### src/rtl/excarb_pkg.sv
package excarb_pkg;

    typedef enum logic [2:0] {
        CAUSE_IRQ     = 3'd0,
        CAUSE_IADDR   = 3'd1,
        CAUSE_ILLEGAL = 3'd2,
        CAUSE_OVF     = 3'd3,
        CAUSE_DADDR   = 3'd4
    } cause_e;

    // exception tag carried by one in-flight instruction
    typedef struct packed {
        logic   valid;
        logic   pend;
        cause_e code;
    } slot_t;

    // record a newly detected fault unless an earlier stage already did
    function automatic slot_t tag_fault(slot_t s, logic flag, cause_e c);
        slot_t r;
        r = s;
        if (s.valid && !s.pend && flag) begin
            r.pend = 1'b1;
            r.code = c;
        end
        return r;
    endfunction

endpackage

### src/rtl/exc_pipe_slot.sv
module exc_pipe_slot
    import excarb_pkg::*;
#(
    parameter int PC_W = 32
) (
    input  logic            clk_i,
    input  logic            rst_ni,
    input  logic            flush_i,
    input  slot_t           in_info_i,
    input  logic [PC_W-1:0] in_pc_i,
    output slot_t           q_info_o,
    output logic [PC_W-1:0] q_pc_o
);

    typedef struct packed {
        slot_t           info;
        logic [PC_W-1:0] pc;
    } st_t;

    st_t st_d, st_q;

    always_comb begin
        st_d      = st_q;
        st_d.info = in_info_i;
        st_d.pc   = in_pc_i;
        if (flush_i) begin
            st_d.info.valid = 1'b0;
            st_d.info.pend  = 1'b0;
        end
    end

    always_ff @(posedge clk_i) begin
        if (!rst_ni) st_q <= '0;
        else         st_q <= st_d;
    end

    assign q_info_o = st_q.info;
    assign q_pc_o   = st_q.pc;

    // an already recorded earlier fault is never replaced on the way down
    assert_earliest_kept_R2: assert property (@(posedge clk_i) disable iff (!rst_ni)
        (in_info_i.valid && in_info_i.pend && !flush_i)
        |=> (q_info_o.pend && q_info_o.code == $past(in_info_i.code)));

    // flushed younger instructions leave the slot empty
    assert_flush_empties_R7: assert property (@(posedge clk_i) disable iff (!rst_ni)
        flush_i |=> (!q_info_o.valid && !q_info_o.pend));

endmodule

### src/rtl/exc_commit_unit.sv
module exc_commit_unit
    import excarb_pkg::*;
(
    input  slot_t  m_info_i,
    input  logic   irq_req_i,
    input  logic   irq_en_i,
    output logic   take_o,
    output logic   irq_take_o,
    output cause_e cause_o
);

    always_comb begin
        irq_take_o = m_info_i.valid && irq_req_i && irq_en_i;
        take_o     = m_info_i.valid && (irq_take_o || m_info_i.pend);
        cause_o    = irq_take_o ? CAUSE_IRQ : m_info_i.code;
    end

endmodule

### src/rtl/exc_commit_arbiter.sv
module exc_commit_arbiter
    import excarb_pkg::*;
#(
    parameter int              PC_W       = 32,
    parameter logic [PC_W-1:0] HANDLER_PC = 32'h0000_1010
) (
    input  logic            clk_i,
    input  logic            rst_ni,
    input  logic            f_valid_i,
    input  logic [PC_W-1:0] f_pc_i,
    input  logic            f_iaddr_fault_i,
    input  logic            d_illegal_i,
    input  logic            e_overflow_i,
    input  logic            m_daddr_fault_i,
    input  logic            irq_req_i,
    input  logic            irq_en_i,
    output logic            kill_f_o,
    output logic            kill_d_o,
    output logic            kill_e_o,
    output logic            kill_wb_o,
    output logic            redirect_o,
    output logic [PC_W-1:0] redirect_pc_o,
    output logic            cause_we_o,
    output logic [2:0]      cause_o,
    output logic            epc_we_o,
    output logic [PC_W-1:0] epc_o
);

    // tag registers at the F/D, D/E and E/M boundaries
    localparam int NSLOT = 3;

    slot_t           st_in [NSLOT];
    slot_t           st_q  [NSLOT];
    logic [PC_W-1:0] pc_in [NSLOT];
    logic [PC_W-1:0] pc_q  [NSLOT];
    logic [NSLOT-1:0] stage_flag;
    slot_t           head_entry;
    slot_t           commit_info;
    logic            take, irq_take;
    cause_e          take_cause;

    assign stage_flag = {e_overflow_i, d_illegal_i, f_iaddr_fault_i};

    always_comb begin
        head_entry       = '0;
        head_entry.valid = f_valid_i;
    end

    for (genvar i = 0; i < NSLOT; i++) begin : g_slot
        if (i == 0) begin : g_head
            assign st_in[i] = tag_fault(head_entry, stage_flag[i], cause_e'(i + 1));
            assign pc_in[i] = f_pc_i;
        end else begin : g_body
            assign st_in[i] = tag_fault(st_q[i-1], stage_flag[i], cause_e'(i + 1));
            assign pc_in[i] = pc_q[i-1];
        end
        exc_pipe_slot #(.PC_W(PC_W)) u_slot (
            .clk_i     (clk_i),
            .rst_ni    (rst_ni),
            .flush_i   (take),
            .in_info_i (st_in[i]),
            .in_pc_i   (pc_in[i]),
            .q_info_o  (st_q[i]),
            .q_pc_o    (pc_q[i])
        );
    end

    assign commit_info = tag_fault(st_q[NSLOT-1], m_daddr_fault_i, CAUSE_DADDR);

    exc_commit_unit u_commit (
        .m_info_i   (commit_info),
        .irq_req_i  (irq_req_i),
        .irq_en_i   (irq_en_i),
        .take_o     (take),
        .irq_take_o (irq_take),
        .cause_o    (take_cause)
    );

    assign kill_f_o      = take;
    assign kill_d_o      = take;
    assign kill_e_o      = take;
    assign kill_wb_o     = take;
    assign redirect_o    = take;
    assign redirect_pc_o = HANDLER_PC;
    assign cause_we_o    = take;
    assign cause_o       = take_cause;
    assign epc_we_o      = take;
    assign epc_o         = pc_q[NSLOT-1];

    // a bubble at commit never triggers the handler
    assert_bubble_quiet_R8: assert property (@(posedge clk_i) disable iff (!rst_ni)
        !st_q[NSLOT-1].valid |-> !cause_we_o);

    // qualified interrupt beats any synchronous fault
    assert_irq_first_R3: assert property (@(posedge clk_i) disable iff (!rst_ni)
        (irq_req_i && irq_en_i && st_q[NSLOT-1].valid) |-> (cause_we_o && cause_o == 3'd0));

    // no interrupt is taken while disabled
    assert_irq_gated_R4: assert property (@(posedge clk_i) disable iff (!rst_ni)
        (!irq_en_i && !st_q[NSLOT-1].pend && !m_daddr_fault_i) |-> !redirect_o);

    // a clean instruction at commit passes untouched
    assert_defer_R1: assert property (@(posedge clk_i) disable iff (!rst_ni)
        (st_q[NSLOT-1].valid && !st_q[NSLOT-1].pend && !m_daddr_fault_i && !irq_req_i)
        |-> !kill_wb_o);

    // acting empties the whole in-flight window by the next cycle
    assert_window_flushed_R7: assert property (@(posedge clk_i) disable iff (!rst_ni)
        redirect_o |=> (!st_q[0].valid && !st_q[1].valid && !st_q[2].valid));

    // synchronous fault causes never report the interrupt code
    assert_sync_code_R2: assert property (@(posedge clk_i) disable iff (!rst_ni)
        (cause_we_o && !irq_take) |-> (cause_o >= 3'd1 && cause_o <= 3'd4));

endmodule

### config.mk
export PLATFORM = sky130hd
export DESIGN_NAME = exc_commit_arbiter
export DESIGN_NICKNAME = d
export VERILOG_FILES = /design/src/rtl/excarb_pkg.sv /design/src/rtl/exc_pipe_slot.sv /design/src/rtl/exc_commit_unit.sv /design/src/rtl/exc_commit_arbiter.sv
export SDC_FILE = /design/constraint.sdc
export NUM_CORES = 1
export LEC_CHECK = 0
export BUFFER_PORTS_ARGS = -buffer_cell sky130_fd_sc_hd__buf_2
export CAP_MARGIN = 0
export CORE_AREA = 2 2 98 100
export CTS_CLUSTER_DIAMETER = 150
export CTS_CLUSTER_SIZE = 12
export DETAILED_ROUTE_END_ITERATION = 10
export DIE_AREA = 0 0 100 102
export GPL_TIMING_DRIVEN = 0
export PLACE_DENSITY = 0.65
export SYNTH_ARGS = -nofsm -noshare
export SYNTH_HDL_FRONTEND = slang
export SYNTH_HIERARCHICAL = 1
export SYNTH_SLANG_ARGS = --single-unit
### constraint.sdc
create_clock -name clk_i -period 1.8 [get_ports clk_i]
set_input_delay 0.09 -clock clk_i [delete_from_list [all_inputs] [get_ports clk_i]]
set_output_delay 0.09 -clock clk_i [all_outputs]
set_load 0.005 [all_outputs]
==> results.ini, run 1 <==
[outcome]
status = finished, final reports clean

[sta]
slew_violations = 0
setup_viol = 0
max_freq_ghz = 0.627
fin_skew_ps = 6.00
rsz0062_at_grt = false
hold_violations = 0
tns_ps = 0
finalCritPeriodShare_pct = 88.6
period_minus_slack_ps = 1590
setup_ws_ps = 206
timing.hold.ws_ps = 19.5

[yosys]
synth.avg_cell_area_um2 = 12.3
yosys_warnings = 6
synthCells = 293
syn_area_um2 = 3600

[floorplan]
io_pins = 115
die_x_um = 100
core_area_um2 = 9110
dieArea_um2 = 10200
initial_core_util_pct = 39.5
fp.dieH_um = 102
row_count = 35

[global_routing]
overflow = 0
grt_usage_pct = 9.92
antenna_found_initial = 0
grt_max_degree = 31
grt_pass1_wl_mm = 7.87
grt_pass1_vias = 1809

[power]
p_leak_nw = 2.42
cellPowerDensity_nw_per_um2 = 890
power_frac_clock_pct = 31.5
irDropWorstVdd_uv = 373
p_switching_uw = 946
switching_share_pct = 22.2
pwr-share-seq_pct = 60.5
p_comb_share_pct = 7.9
finalPower_mw = 4.25
p_int_mw = 3.31

[placed_design]
portBuffers = 82
dp_cells = 518
gp_congestion = 0.637
dpl_worst_slack_ps = 212
hpwl_mm = 3.46

[final_layout]
finalNonFillerCells = 566
area_growth_pct = 32.8
drive_gt1_share_pct = 57.8
n_antenna_cell = 0
finalNetCount = 491

[worst_setup_path]
path_buf_inv = 2
critPathLaunchType = register
slowest_stage = dfxtp_1
cp_max_fo = 13
critPathRequiredTime_ps = 1710
cp_slowest_stage_delay_ps = 370
crit_chain = a21o_2, a21oi_1, nor2b_4, buf_4, buf_2
critPathKind = reg2out
endpoint_kind = output pin
arrival_ps = 1500
cpLargestDelayFamily = compound AO/OA/AOI/OAI gates

[clocking]
htree_levels = 3
tritoncts = yes
clock_latency_ps = 340
cts.path.max_buffers = 2
clkTransAtPathRegs_ps = 100
numCtsBuffers = 9
cts-root-buf = clkbuf_8
clkSinkCount = 111

[detailed_routing]
via_count = 2088
via_per_inst = 3.69
wl_per_cell_um = 8.76
drtPass1Iterations = 2
drc_errors = 0
drt_iter0_markers = 18
ant_nets = 0
drt_wl_total_mm = 4.96

[flow_run]
drv_cap = 0

[min_path]
hold_class = in2reg

[metrics by stage]
| step | cell area, um^2 | utilization [%] |
|---|---|---|
| 2_1_floorplan | 3720 | - |
| 3_3_place_gp | 4270 | 46.9 |
| 3_5_place_dp | 4270 | 46.9 |
| 4_1_cts | 4770 | 52.4 |
| 5_1_grt | 4780 | 52.5 |
| 6_report | 4780 | 52.5 |
[power by group through the flow]
stage	Sequential, mW	Clock (mW)	Combinational (mW)
after floorplan	2.63	0	0.187
after global placement	2.63	0	0.277
after detailed placement	2.63	0	0.282
after CTS	2.58	1.40	0.336
after global routing	2.59	1.49	0.379
final	2.57	1.34	0.337
[what timing repair did]
action / in CTS / in global routing
setup endpoints to repair: 7 / 6
setup buffers: 0 / 0
endpoints found under the hold margin: 32 / 0
resized for setup: 1 / 1
hold buffers: 32 / 0
[final cells by class]
cell class | count | area, um^2
Buffer | 47 | 330
Clock buffer | 10 | 128
Clock inverter | 6 | 56.3
Fill cell | 820 | 4330
Multi-Input combinational cell | 167 | 1170
Sequential cell | 111 | 2220
Tap cell | 111 | 139
Timing Repair Buffer | 114 | 731
[final timing paths]
path	start	endpoint	slack, ps	depth (start not counted)
worst min register to register	g_slot[0].u_slot/q_pc_o[29]	g_slot[1].u_slot/q_pc_o[29]	450	1
worst max-delay path	g_slot[2].u_slot/q_info_o[4]	kill_wb_o	210	5
worst max register to register	g_slot[2].u_slot/q_info_o[4]	g_slot[1].u_slot/q_info_o[4]	550	4
worst min-delay path	f_valid_i	g_slot[0].u_slot/q_info_o[4]	20	2
[layer usage]
metal	wire length [um]	vias to the layer above	track usage, %	part of all wire [%]
met3	250	6	2.94	5.0
li1	-	1132	-	-
met1	2040	893	10.6	41
met5	0	-	0	0
met4	85	0	4.74	1.7
met2	2590	57	18.1	52
[registers in the layout, summed over array words and instances, names as in the netlist]
signal                  count
g_slot.u_slot/q_info_o     15
g_slot.u_slot/q_pc_o       96
[worst register-to-register path, cell delays in order, from the launching register on]
cell	delay, ps
dfxtp_1	440
a21o_2	160
a21oi_1	60
nor2b_4	260
and3b_2	250
[cells in the final DEF (no fill, tap or decap), types with 6 or more instances in the layout]
cell type and n:
clkbuf_8 9, buf_2 82, conb_1 34, and3b_2 6, dfxtp_1 111, clkbuf_2 9
dlygate4sd3_1 32, and2_2 105, buf_4 38, and2_1 8
Note: power is estimated with default switching activity, not from simulation.
==> inputs of run 2 (changes only) <==
Settings changed: CTS_CLUSTER_SIZE 12 to 10.
Clock period 1.8 ns to 1.6 ns, I/O delays scaled along.
==> run 2 against run 1 <==
Compared with the run above:
- worst setup slack worse by 70 ps
- sequential cell count unchanged
- clock skew about the same
- critical path depth unchanged
- via count up 0.24%
- first-iteration DRC count up 5.6%
- clock-buffer cell count unchanged
- final cell count up 0.35%
- wire length up 0.65%
- power up 13%
- utilization up 0.25 points
- global-route usage up 0.058 points
- critical endpoint unchanged
==> results.ini, run 2 (same netlist as run 1, synthesis figures left out) <==
[outcome]
status = finished, final reports clean

[clocking]
htree_levels = 3
numCtsBuffers = 9
cts-root-buf = clkbuf_8
clock_latency_ps = 340
clkSinkCount = 111
clkTransAtPathRegs_ps = 100
cts.path.max_buffers = 2
tritoncts = yes

[global_routing]
grt_pass1_vias = 1826
grt_usage_pct = 9.98
grt_pass1_wl_mm = 7.93
overflow = 0
grt_max_degree = 31
antenna_found_initial = 0

[final_layout]
nFillCells = 818
area_growth_pct = 33.4
drive_gt1_share_pct = 58.2
n_antenna_cell = 0
finalNetCount = 493
layout_commonest_cell = dfxtp_1
finalNonFillerCells = 568
final_area_um2 = 4800
largest_register_ff_count = 96
mostFrequentLayoutCells = dfxtp_1 (110), and2_2 (105), buf_2 (82)

[sta]
finalCritPeriodShare_pct = 91.5
tns_ps = 0
rsz0062_at_grt = false
setup_viol = 0
period_minus_slack_ps = 1460
hold_violations = 0
slew_violations = 0
fin_skew_ps = 5.57
max_freq_ghz = 0.683

[placed_design]
dpl-instance-area_um2 = 4270
dp_cells = 518
hpwl_mm = 3.46
gp_congestion = 0.637
portBuffers = 82

[power]
cellPowerDensity_nw_per_um2 = 997
p_leak_nw = 2.43
irDropWorstVdd_uv = 420

[min_path]
hold_class = in2reg
hold-path-cell-count = 3

[floorplan]
fp.dieH_um = 102
core_area_um2 = 9110
row_count = 35
io_pins = 115
die_x_um = 100
dieArea_um2 = 10200
initial_core_util_pct = 39.5

[detailed_routing]
via_per_inst = 3.68
ant_nets = 0
via_count = 2093
drc_errors = 0
wl_per_cell_um = 8.79
drt_wl_total_mm = 4.99
drtPass1Iterations = 2
drt_iter0_markers = 19

[worst_setup_path]
endpoint_kind = output pin
critPathKind = reg2out
reg2regPathDepth = 5
critPathLaunchType = register
arrival_ps = 1380
critPathRequiredTime_ps = 1520
cp_max_fo = 8

[flow_run]
drv_cap = 0

[run 2: critical path, stage by stage, from the launching register on]
cell and delay [ps]:
dfxtp_2 360, a21o_2 200, a21oi_2 150, nor2b_4 80
buf_4 130, buf_2 110
[run 2: where the power goes]
part | total (mW) | internal [mW] | switching (mW)
clock | 1.51 | 0.595 | 0.915
combinational | 0.383 | 0.256 | 0.127
sequential | 2.90 | 2.87 | 0.0243
total | 4.79 | 3.72 | 1.07
[run 2: layout make-up]
type	instances	area, um^2	area share [%]
timing repair buffer	116	748	15.6
sequential	111	2220	46.3
clock inverter	6	56.3	1.17
clock buffer	10	128	2.66
buffer	47	330	6.88
multi-input combinational	167	1180	24.5
tap	111	139	2.89
[run 2: repair_timing]
item                       in CTS  in global routing
hold buffers                   33                  0
setup endpoints to repair       8                  6
setup buffers                   1                  0
gates cloned                    0                  0
hold endpoints to repair       33                  0
resized for setup               2                  2
[run 2: through the flow]
step | util (%) | hold WS [ps] | setup WS (ps) | total power [mW]
2_1_floorplan | - | 216 | 239 | 3.17
3_3_place_gp | 46.9 | 302 | 82.1 | 3.27
3_5_place_dp | 46.9 | 302 | 13.5 | 3.28
4_1_cts | 52.7 | 53.5 | 15.9 | 4.86
5_1_grt | 52.7 | 70.6 | 55.4 | 5.02
6_report | 52.7 | 71.3 | 135 | 4.79
[run 2: per-layer routing]
metal	share of wire [%]	track usage, %	up-vias
met1	42	10.7	895
met2	52	18.1	57
met4	1.7	4.74	0
met5	0	0	-
li1	-	-	1135
met3	4.9	2.94	6
[run 2: worst paths after layout]
check / start / end / slack, ps
worst max-delay path: g_slot[2].u_slot/q_info_o[4] / kill_wb_o / 140
worst min-delay path: f_iaddr_fault_i / g_slot[0].u_slot/q_info_o[0] / 70
worst max register to register: g_slot[2].u_slot/q_info_o[4] / g_slot[1].u_slot/q_info_o[4] / 350
worst min register to register: g_slot[0].u_slot/q_pc_o[29] / g_slot[1].u_slot/q_pc_o[29] / 450
